<file path="src/rtl/frag_merge_mux.sv">
module frag_merge_mux #(
  parameter int RU_MODE = 0,
  parameter int W       = 32,
  parameter int N_SUB   = 6,
  localparam int N_IN   = (RU_MODE != 0) ? 4 : 16,
  localparam int DW     = (N_SUB > 1) ? $clog2(N_SUB) : 1
) (
  input  logic              clk,
  input  logic              rst_n,
  input  logic [N_IN-1:0]   in_valid,
  input  logic [N_IN*W-1:0] in_data,
  input  logic              out_ready,
  output logic              out_valid,
  output logic [W-1:0]      out_data,
  output logic              out_sof,
  output logic              out_bad,
  output logic [DW-1:0]     out_dest,
  output logic              throttle,
  output logic              err_sticky
);
  localparam int DEPTH  = (RU_MODE != 0) ? 32 : 4;
  localparam int MARGIN = (RU_MODE != 0) ? 4 : 1;
  localparam int AW     = $clog2(DEPTH);
  localparam int EW     = W / 2;
  localparam int SW     = $clog2(N_IN);
  localparam logic [AW:0]   THR  = (AW+1)'(DEPTH - MARGIN);
  localparam logic [AW:0]   FULL = (AW+1)'(DEPTH);
  localparam logic [EW-1:0] NS   = EW'(N_SUB);
  localparam logic [SW-1:0] LAST = SW'(N_IN - 1);

  typedef enum logic {S_HDR, S_BODY} st_t;

  logic [W-1:0]  head  [N_IN];
  logic [AW:0]   occ   [N_IN];
  logic [N_IN-1:0] empty, pop, near_full;
  logic [EW-1:0] cnt   [N_IN];
  logic [SW-1:0] sel;
  st_t           st;
  logic [EW-1:0] sum, ev0;
  logic          mism, rdy, fire;

  for (genvar g = 0; g < N_IN; g++) begin : g_buf
    logic [W-1:0] mem [DEPTH];
    logic [AW:0]  wp, rp;

    always_ff @(posedge clk) begin
      if (in_valid[g]) mem[wp[AW-1:0]] <= in_data[g*W +: W];
    end

    always_ff @(posedge clk) begin
      if (!rst_n) begin
        wp <= '0;
        rp <= '0;
      end else begin
        if (in_valid[g]) wp <= wp + 1'b1;
        if (pop[g])      rp <= rp + 1'b1;
      end
    end

    assign occ[g]       = wp - rp;
    assign empty[g]     = (occ[g] == '0);
    assign head[g]      = mem[rp[AW-1:0]];
    assign near_full[g] = (occ[g] >= THR);
    assign pop[g]       = fire && (st == S_HDR || sel == SW'(g));


    no_overflow_chk: assert property (@(posedge clk) disable iff (!rst_n)
      !(in_valid[g] && occ[g] == FULL && !pop[g]));
  end

  assign ev0 = head[0][W-1:EW];

  always_comb begin
    sum  = '0;
    mism = 1'b0;
    for (int i = 0; i < N_IN; i++) begin
      sum = sum + head[i][EW-1:0];
      if (head[i][W-1:EW] != ev0) mism = 1'b1;
    end
  end

  assign rdy        = (RU_MODE != 0) ? out_ready : 1'b1;
  assign out_valid  = (st == S_HDR) ? ~|empty : (cnt[sel] != '0 && !empty[sel]);
  assign out_data   = (st == S_HDR) ? {ev0, sum} : head[sel];
  assign out_sof    = (st == S_HDR);
  assign out_bad    = (st == S_HDR) && mism;
  assign out_dest   = DW'(ev0 % NS);
  assign fire       = out_valid && rdy;
  assign throttle   = |near_full;

  always_ff @(posedge clk) begin
    if (!rst_n) begin
      st         <= S_HDR;
      sel        <= '0;
      err_sticky <= 1'b0;
      for (int i = 0; i < N_IN; i++) cnt[i] <= '0;
    end else if (st == S_HDR) begin
      if (fire) begin
        for (int i = 0; i < N_IN; i++) cnt[i] <= head[i][EW-1:0];
        sel <= '0;
        st  <= S_BODY;
        if (mism) err_sticky <= 1'b1;
      end
    end else begin
      if (cnt[sel] == '0) begin
        if (sel == LAST) st <= S_HDR;
        else             sel <= sel + 1'b1;
      end else if (fire) begin
        cnt[sel] <= cnt[sel] - 1'b1;
      end
    end
  end


  err_hold_chk: assert property (@(posedge clk) disable iff (!rst_n)
    err_sticky |=> err_sticky);


  err_cause_chk: assert property (@(posedge clk) disable iff (!rst_n)
    $rose(err_sticky) |-> $past(out_valid && out_sof && out_bad));


  dest_range_chk: assert property (@(posedge clk) disable iff (!rst_n)
    out_valid && out_sof |-> int'(out_dest) < N_SUB);

  if (RU_MODE != 0) begin : g_ru_chk

    hold_chk: assert property (@(posedge clk) disable iff (!rst_n)
      out_valid && !out_ready |=> out_valid && $stable(out_data));
  end else begin : g_mux_chk

    no_stall_chk: assert property (@(posedge clk) disable iff (!rst_n)
      out_valid && out_sof |=> !out_sof);
  end
endmodule

</file>
<file path="config.mk">
export PLATFORM = sky130hd
export DESIGN_NAME = frag_merge_mux
export DESIGN_NICKNAME = d
export VERILOG_FILES = /design/src/rtl/frag_merge_mux.sv
export SDC_FILE = /design/constraint.sdc
export NUM_CORES = 2
export LEC_CHECK = 0
export BUFFER_PORTS_ARGS = -buffer_cell sky130_fd_sc_hd__clkbuf_2
export CORE_MARGIN = 2
export CORE_UTILIZATION = 45
export CTS_BUF_LIST = sky130_fd_sc_hd__clkbuf_2 sky130_fd_sc_hd__clkbuf_4 sky130_fd_sc_hd__clkbuf_8
export DETAILED_ROUTE_END_ITERATION = 7
export SLEW_MARGIN = 20
export SYNTH_ARGS = -nofsm -noshare
export SYNTH_HDL_FRONTEND = slang
export SYNTH_SLANG_ARGS = --single-unit
</file>
<file path="constraint.sdc">
create_clock -name clk -period 25 [get_ports clk]
set_input_delay 1.25 -clock clk [delete_from_list [all_inputs] [get_ports clk]]
set_output_delay 1.25 -clock clk [all_outputs]
set_load 0.03 [all_outputs]
</file>
==> results by group <==
Drt
  • Detail Route Antenna Nets: 0
  • DRT Pass-1 Iters: 8
  • Drt total wl: 355000 um
  • Via Count: 59900
  • Drc violations: 3
  • Via density: 5.95
  • Initial DRC Count: 6750
  • Wire per inst: 35.3 um

Floorplanning
  • Die Ht: 490 um
  • Die ar.: 0.240 mm^2
  • Row Count: 178
  • Ports: 571
  • DIE WIDTH: 490 um
  • Initial Util: 45.2%
  • Core Area: 0.235 mm^2

Worst hold path
  • Worst min-delay path class: input port to flip-flop
  • Hold Path Cell Cnt: 1

Setup path
  • Critical-path maximum fanout: 32
  • Startpoint Class: flip-flop
  • WS Path Type: flip-flop to output pin
  • WP data arrival: 10.29 ns
  • Reg2reg setup slack: 17.92 ns
  • Path depth of the worst reg2reg path: 11
  • Required @ worst endpoint: 23.75 ns
  • Nature of the critical path endpoint: output pin

Synth
  • Instance count of the mapped netlist: 5795
  • Top post-synthesis cells by area: edfxtp_1, mux4_2, fa_1
  • Synth top area share: 65.0%
  • Number of synthesized register bits: 2442
  • Synth Net Count: 6664
  • Netlist cell types: 72
  • Ys flop type: edfxtp_1
  • Avg Cell Area, Syn: 18.4 um^2
  • Synth warn: 0
  • Seq/Total Area, Yosys: 67.6%
  • Cell accounting for the most synthesized area: edfxtp_1
  • EDFF count, synth: 2304
  • Most frequent cells after synthesis: edfxtp_1, mux4_2, nand2_1
  • Async SR Flop Fraction: 0%
  • Mapped Area: 0.106 mm^2
  • Most frequent cell after synthesis: edfxtp_1

Clock network
  • TritonCTS clock tree: done
  • Cts hold-fix bufs: 0
  • CTS buffer count: 410
  • Worst skew pair latency: 1.16 ns
  • CTS max path bufs: 4
  • Setup repair bufs after CTS: 0
  • CTS Sinks: 2442
  • Root Buffer: clkbuf_8
  • Clock-pin slew on the worst setup and hold paths: 0.06 ns
  • Cts repair resizes: 0
  • H-tree level count: 5

Placement
  • Gpl congestion: 0.947
  • Dpl cells: 9303
  • Placement Setup Slack: 14.61 ns
  • Area post-placement: 0.113 mm^2
  • Post-DP HPWL: 264000 um
  • Port bufs: 569

STA
  • Setup violations, final: 0
  • Max-slew violations: 0
  • RSZ-0062 raised after global routing: false
  • Layout Skew: 0.0865 ns
  • Hold Slack: 0.284 ns
  • Final worst slack: 13.46 ns
  • Final period util: 46.2%
  • Fin crit period: 11.54 ns
  • Fin. Hold Viols: 0
  • Setup TNS: 0 ns
  • Worst Max-Slew Pin Slew: 1.20 ns
  • Maximum clock rate: 86.6 MHz
  • Slew HR: 19.6%

Power and ir drop
  • Power density cells: 136 mW/mm^2
  • Peak VDD IR: 0.000990 V
  • Total power: 16.5 mW
  • Leak: 40.4 nW

Final layout
  • Layout Cells excl Fill: 10100
  • Layout fillers: 19400
  • Sequential cell area: 0.0720 mm^2
  • Share of cells above drive strength 1: 32.0%
  • Area Growth Syn to Fin: 13.8%
  • Nets: 7435
  • Multi-input logic area: 0.0322 mm^2
  • Post-route cell area: 0.121 mm^2
  • Final core occ: 51.5%

GRT
  • Number of global-route vias before repair: 59900
  • Tot GR Track Use: 29.4%
  • Largest net degree at the start of global routing: 94
  • First-pass GRT wire length: 484000 um
  • Initial antenna violation count: 129
  • Met1 usage: 34.5%
  • Gr busiest metal: met2
  • GR Layer Usage met3: 7.89%
  • GRT overflow: 0
  • Met2 GRT Util: 48.9%

Outcome
  • Outcome: finished with violations
  • Failing checks: design-rule violations

Run
  • Maximum capacitance violations: 0
## area by class of cell
class	instances	share of cell area (%)
Clock inverter	129	0.726
Sequential cell	2442	59.5
Clock buffer	589	5.89
Antenna cell	43	0.0889
Inverter	296	0.922
Tap cell	3150	3.26
Timing Repair Buffer	674	3.03
Multi-Input combinational cell	2742	26.6
## state kept, by name, summed over array words and instances, names as in the netlist, named ones only
name	count
st	1
g_buf.rp	48
sel	4
cnt	256
g_buf.mem	2048
err_sticky	1
g_buf.wp	48
## worst paths after layout
path,start,to
max reg2reg,flip-flop,cnt[1][13]
min reg2reg,err_sticky,err_sticky
max,flip-flop,out_data[15]
min,in_data[467],g_buf[14].mem[1][19]
## cells by family (layout without fill, tap and decap cells)
kind of cell             Yosys count  count (layout)  share of synthesized area (%)
AO/OA/AOI/OAI                    475             475                           2.49
XOR/XNOR                         204             204                           1.68
adder cells (fa/ha/maj)          338             338                           5.49
buffers and inverters            611            1688                           2.22
flip-flops                      2442            2442                           67.6
multiplexers                     791             791                           16.3
other                              0              43                              0
AND/OR/NAND/NOR                  934             934                           4.18
## worst max-delay path: stages, from the launching register on
cell and delay [ns]:
dfxtp_2 0.31, buf_4 0.63, mux4_2 0.74, fa_1 0.60
inv_1 0.07, fa_1 0.50, inv_1 0.05, fa_1 0.57
fa_1 0.56, fa_1 0.53, fa_1 0.52, ha_1 0.31
a21o_1 0.19, a21oi_1 0.23, o21ai_0 0.12, a21oi_1 0.24
o21ai_0 0.16, a21oi_1 0.28, o21ai_0 0.19, a21oi_1 0.26
o21bai_1 0.09, a21oi_1 0.31, o21ai_0 0.26, xnor2_1 0.17
o21ai_0 0.87, clkbuf_2 0.36
## power breakdown
part           switching (mW)  leakage [nW]  internal (mW)
Sequential             0.0572          22.6           4.68
Clock                    1.59          4.26           1.94
Combinational            5.69          13.6           2.52
## cells in the final DEF (no fill, tap or decap), types with 15 or more instances in the layout
| master | synthesis | routed |
|---|---|---|
| clkinv_2 | 0 | 35 |
| clkbuf_8 | 0 | 434 |
| o21ai_0 | 299 | 298 |
| xor2_1 | 83 | 79 |
| mux2i_1 | 29 | 29 |
| nor4_1 | 25 | 25 |
| nand2_1 | 308 | 303 |
| or3_1 | 18 | 18 |
| nor2b_1 | 17 | 17 |
| o22ai_1 | 19 | 19 |
| a21oi_1 | 72 | 72 |
| fa_1 | 215 | 215 |
| clkinv_1 | 1 | 73 |
| or4_1 | 15 | 15 |
| and3_1 | 27 | 27 |
| mux4_2 | 753 | 753 |
| nor2_1 | 162 | 159 |
| inv_1 | 295 | 294 |
| buf_4 | 4 | 104 |
| edfxtp_1 | 2304 | 2304 |
| and2_2 | 0 | 52 |
| nor3_1 | 48 | 48 |
| clkbuf_2 | 1 | 568 |
| nand3_1 | 182 | 182 |
| dfxtp_2 | 0 | 35 |
| dfxtp_1 | 138 | 100 |
| nand4_1 | 28 | 28 |
| diode_2 | 0 | 43 |
| xnor2_1 | 121 | 120 |
| clkbuf_4 | 0 | 155 |
| ha_1 | 123 | 123 |
## layer usage
metal / vias up / wire, um
met1: 31300 / 125000
met5: - / 571
met4: 86 / 23500
met2: 3008 / 177000
li1: 24500 / -
met3: 889 / 29700
Power figures use the tool's default switching activity.
